## config.mk

```make
export PLATFORM = sky130hd
export DESIGN_NAME = scl_rate_divider
export DESIGN_NICKNAME = d
export VERILOG_FILES = /design/src/rtl/scl_div_pkg.sv /design/src/rtl/div_stage.sv /design/src/rtl/scl_phase_seq.sv /design/src/rtl/divisor_shadow.sv /design/src/rtl/scl_rate_divider.sv
export SDC_FILE = /design/constraint.sdc
export NUM_CORES = 1
export LEC_CHECK = 0
export ABC_AREA = 1
export ABC_CLOCK_PERIOD_IN_PS = 4540
export BUFFER_PORTS_ARGS = -buffer_cell sky130_fd_sc_hd__buf_2
export CORE_ASPECT_RATIO = 0.8
export CORE_MARGIN = 1
export CORE_UTILIZATION = 61
export CTS_CLUSTER_DIAMETER = 80
export CTS_CLUSTER_SIZE = 16
export DETAILED_ROUTE_END_ITERATION = 16
export PLACE_DENSITY = 0.82
export REMOVE_ABC_BUFFERS = 1
export SLEW_MARGIN = 20
export SYNTH_ARGS = -nofsm -noshare
export SYNTH_HDL_FRONTEND = slang
export SYNTH_SLANG_ARGS = --single-unit
```

## constraint.sdc

```tcl
create_clock -name clk -period 4.54 [get_ports clk]
set_clock_uncertainty 0.2 [all_clocks]
set_input_delay 0.681 -clock clk [delete_from_list [all_inputs] [get_ports clk]]
set_output_delay 0.681 -clock clk [all_outputs]
set_load 0.005 [all_outputs]
```

## src/rtl/scl_div_pkg.sv

```systemverilog
package scl_div_pkg;
  localparam int unsigned PHASE_STEPS = 22;
  localparam int unsigned HALF_STEP   = PHASE_STEPS / 2;
  localparam int unsigned Q1_STEP     = 5;
  localparam int unsigned Q3_STEP     = HALF_STEP + Q1_STEP;

  // Input clocks per SCL period for a divisor pair.
  function automatic int unsigned period_clocks(input int unsigned a, input int unsigned b);
    return PHASE_STEPS * (a + 1) * (b + 1);
  endfunction

  // Steps at which the bit engine is given a strobe.
  function automatic logic is_strobe_step(input int unsigned step);
    return (step == 0) || (step == Q1_STEP) || (step == HALF_STEP) || (step == Q3_STEP);
  endfunction

  // Steps during which SCL is released high.
  function automatic logic is_high_step(input int unsigned step);
    return step >= HALF_STEP;
  endfunction
endpackage

```

## src/rtl/div_stage.sv

```systemverilog
module div_stage #(
  parameter int unsigned W = 2
) (
  input  logic         clk,
  input  logic         rst_n,
  input  logic         clear,
  input  logic         adv,
  input  logic [W-1:0] limit,
  output logic         wrap
);
  logic [W-1:0] cnt;

  assign wrap = adv && (cnt == limit);

  always_ff @(posedge clk) begin
    if (!rst_n || clear) begin
      cnt <= '0;
    end else if (adv) begin
      cnt <= wrap ? '0 : cnt + 1'b1;
    end
  end
endmodule

```

## src/rtl/scl_phase_seq.sv

```systemverilog
module scl_phase_seq #(
  parameter int unsigned STEPS = 22,
  localparam int unsigned PW   = $clog2(STEPS)
) (
  input  logic          clk,
  input  logic          rst_n,
  input  logic          clear,
  input  logic          adv,
  output logic [PW-1:0] phase,
  output logic          last_step,
  output logic          step_first
);
  assign last_step = (phase == PW'(STEPS - 1));

  always_ff @(posedge clk) begin
    if (!rst_n || clear) begin
      phase      <= '0;
      step_first <= 1'b1;
    end else if (adv) begin
      phase      <= last_step ? '0 : phase + 1'b1;
      step_first <= 1'b1;
    end else begin
      step_first <= 1'b0;
    end
  end
endmodule

```

## src/rtl/divisor_shadow.sv

```systemverilog
module divisor_shadow #(
  parameter int unsigned AW = 2,
  parameter int unsigned BW = 6
) (
  input  logic          clk,
  input  logic          rst_n,
  input  logic          load,
  input  logic [AW-1:0] div_a,
  input  logic [BW-1:0] div_b,
  output logic [AW-1:0] act_a,
  output logic [BW-1:0] act_b
);
  always_ff @(posedge clk) begin
    if (!rst_n) begin
      act_a <= '0;
      act_b <= '0;
    end else if (load) begin
      act_a <= div_a;
      act_b <= div_b;
    end
  end
endmodule

```

## src/rtl/scl_rate_divider.sv

```systemverilog
module scl_rate_divider
  import scl_div_pkg::*;
#(
  parameter int unsigned AW = 2,
  parameter int unsigned BW = 6
) (
  input  logic          clk,
  input  logic          rst_n,
  input  logic          enable,
  input  logic [AW-1:0] div_a,
  input  logic [BW-1:0] div_b,
  output logic          quarter_tick,
  output logic          scl_ref
);
  localparam int unsigned PW = $clog2(PHASE_STEPS);

  logic [AW-1:0] act_a;
  logic [BW-1:0] act_b;
  logic          tick_a;
  logic          step_tick;
  logic [PW-1:0] phase;
  logic          last_step;
  logic          step_first;
  logic          period_end;
  logic          shadow_load;
  logic          hold_clear;

  assign hold_clear  = !enable;
  assign period_end  = step_tick && last_step;
  assign shadow_load = hold_clear || period_end;

  divisor_shadow #(.AW(AW), .BW(BW)) u_shadow (
    .clk(clk), .rst_n(rst_n), .load(shadow_load),
    .div_a(div_a), .div_b(div_b), .act_a(act_a), .act_b(act_b)
  );

  div_stage #(.W(AW)) u_stage_a (
    .clk(clk), .rst_n(rst_n), .clear(hold_clear),
    .adv(enable), .limit(act_a), .wrap(tick_a)
  );

  div_stage #(.W(BW)) u_stage_b (
    .clk(clk), .rst_n(rst_n), .clear(hold_clear),
    .adv(tick_a), .limit(act_b), .wrap(step_tick)
  );

  scl_phase_seq #(.STEPS(PHASE_STEPS)) u_seq (
    .clk(clk), .rst_n(rst_n), .clear(hold_clear), .adv(step_tick),
    .phase(phase), .last_step(last_step), .step_first(step_first)
  );

  assign quarter_tick = enable && step_first && is_strobe_step(int'(phase));
  assign scl_ref      = hold_clear || is_high_step(int'(phase));
endmodule

```

==> impl_results.md <==
- Logic pwr share: 0.124
- Core ar.: 1909 um^2
- Post-layout net count: roughly 210
- FF-to-FF Start: u_stage_a.cnt[0]
- Layout area overhead: 7.692%
- LEAKAGE: around 0.59 nW
- Filler cells: 162
- Worst Tran Pin Value: 362.9 ps
- Final Hold Fails: 0
- Worst R2R End: u_stage_b.cnt[3]
- Critical path type: reg2out
- RSZ-0062 raised after global routing: false
- Ant diodes: 0
- DR WL/cell: 11.70 um
- Die Width: 52.66 um
- Rows: 14
- Layout cell share with drive strength beyond 1: 0.1217
- Largest net degree at the start of global routing: 21
- # IOs: 13
- Skew-Pair Late Insertion Delay: 320 ps
- VDD IR max: 0.2129 mV
- Die Ht: 42.53 um
- Status: finished clean
- Most Crowded Layer GR: met2
- CTS sink cnt: 22
- Reg2Reg Depth: 6
- Tcrit/Tclk final: 0.5250
- Placed Instance Area: 1296 um^2
- FMAX: 0.4195 GHz
- GR Layer Usage met3: 0.06522
- Hold/Removal Path Class: reg2reg
- Commonest non-fill, non-tap cell in the layout: nand2_1
- Setup TNS: 0 ps
- CP arrival: 1500 ps
- Pre-Repair DR Iteration Count: 4
- PwrDens: between 300 and 400 nW/um^2
- Hold Path Cell Cnt: 1
- Clock tree from TritonCTS: yes
- Drt via density: 5.282
- Most frequent cells in the layout: nand2_1, dfxtp_1, inv_1
- Worst Hold End: u_stage_a.cnt[0]
- Syn Area/Cell: 6.958 um^2
- Number of global-route vias before repair: 972
- Sequential Power Share: 0.504
- Total die area: 2240 um^2
- RePlAce Congestion: roughly 0.9
- GR met2 Demand/Resource: 0.4177
- Final ANT Viol Nets: 0
- Relative slew margins: 0.7581
- Switch share: 0.2420
- Crit end category: primary output
- Min-delay src: u_stage_a.cnt[0]
- # Max-Cap Violations: 0
- Final setup vio count: 0
- M1 GR Usage: 0.3460
- Sequential area share after synthesis: 0.3516
- Max Slew Vio Count: 0
- Root buf cell: clkbuf_4
- Switching power: just under 0.1 mW
- TritonCTS Buffers: 3
- Worst-path fanout max: 5
- DRT iter0 DRCs: 47
- Clock share of power: 0.372
- DR DRC count: 0
- CP Launch Type: flop
- Register bit total from synthesis: 22
- YS warnings: 0
- Cells after synthesis: 180
- Post-Syn Area: roughly 1300 um^2
- Reg-to-reg setup timing slack: 2680 ps
- WP data required: 3660 ps
- GRT Overall Usage: 0.2625
- CTS resizes: 0
- GRT overflow: 0
- Vias: 1,125
- CTS max path bufs: 2
- Final min period: 2384 ps
- Power Internal: 0.3077 mW
- Dpl hpwl: 1808 um
- IO buf count: 12
- H-tree depth: 1
- Antenna violations before repair: 0
- Initial Util: 0.6560
- Cell variety after synth: 21
- Final instance area: between 1000 and 1500 um^2
- Global-route wire length before repair: 4278 um
- Setup repair bufs after CTS: 0
- CTS clk-pin slew, worst paths: 120 ps
- Hold Buf Count CTS: 0
- Final Routed Wirelength: 2493 um
-- cell usage after synthesis --
cell type	n	share of area
nand2_1	46	0.14
dfxtp_1	22	0.35
inv_1	21	0.063
a21oi_1	19	0.076
nand3_1	16	0.064
nor2_1	16	0.048
xor2_1	6	0.042
nand4_1	5	0.025
buf_2	4	0.016
ha_1	4	0.040
xnor2_1	4	0.028
nand3_2	3	0.024
buf_6	2	0.018
inv_2	2	0.0060
nand3b_1	2	0.012
nor3_1	2	0.0080
o21ai_0	2	0.0080
buf_1	1	0.0030
nand3_4	1	0.014
nor2_4	1	0.0090
o221ai_1	1	0.0070
-- cells by family after synthesis --
| group | synth area share |
|---|---|
| simple gates | 0.3417 |
| buf+inv | 0.1059 |
| compound gates | 0.09091 |
| flops | 0.3516 |
| xor+xnor | 0.06993 |
| fa+ha+maj | 0.03996 |
-- power groups by stage --
stage / Clock, mW / Combinational [mW] / Sequential [mW]
after global placement: 0 / 0.0481 / 0.209
after floorplan: 0 / 0.0348 / 0.208
final: 0.151 / 0.0504 / 0.204
after global routing: 0.160 / 0.0569 / 0.205
after detailed placement: 0 / 0.0500 / 0.209
after CTS: 0.155 / 0.0505 / 0.205
-- critical path, cell delays in order (launching register included) --
cell	delay [ps]
dfxtp_1	440
inv_1	110
nor3_1	200
nand2_1	100
o221ai_1	80
nand3_1	100
inv_1	70
buf_2	100
-- how the worst max path moves through the flow --
stage	startpoint	endpoint	slack, ps	cells after the start
floorplan	u_seq.phase[3]	quarter_tick	2730	6
global placement	enable	u_stage_b.cnt[4]	2340	6
detailed placement	enable	u_stage_b.cnt[3]	2240	6
CTS	u_seq.phase[3]	quarter_tick	2180	7
global route	u_seq.phase[3]	quarter_tick	2040	7
finish	u_seq.phase[3]	quarter_tick	2160	7
-- state kept, by name, indices dropped and copies added (netlist names) --
name              count
u_shadow.act_a        2
u_stage_b.cnt         6
u_seq.phase           5
u_seq.step_first      1
u_stage_a.cnt         2
u_shadow.act_b        6
-- layout make-up --
cell class	instances	area (um^2)	area share
clock buffers	3	22.52	0.01670
well taps	24	30.03	0.02226
repair buffers	12	60.06	0.04453
flip-flops and latches	22	440.4	0.3265
clock inverters	1	30.03	0.02226
multi-input cells	128	679.4	0.5037
inverters	23	86.33	0.06401
-- metal layers --
layer / part of all wire / wire [um]
met1: 0.47 / 1165
met3: 0.047 / 116
met4: 0.011 / 28
met2: 0.47 / 1183
met5: 0 / 0
-- through the flow --
step                      total power [mW]  utilization  setup WS (ps)  hold WS (ps)  std cells
after floorplan                     0.2427            -           2728         235.9        173
after global placement              0.2566       0.6789           2345         249.4        209
after detailed placement            0.2589       0.6789           2244         267.4        209
after CTS                           0.4101       0.7064           2177         293.6        213
after global routing                0.4223       0.7064           2036         313.3        213
final                               0.4059       0.7064           2156         294.4        213
No activity file was read; power rests on OpenSTA's default activity.
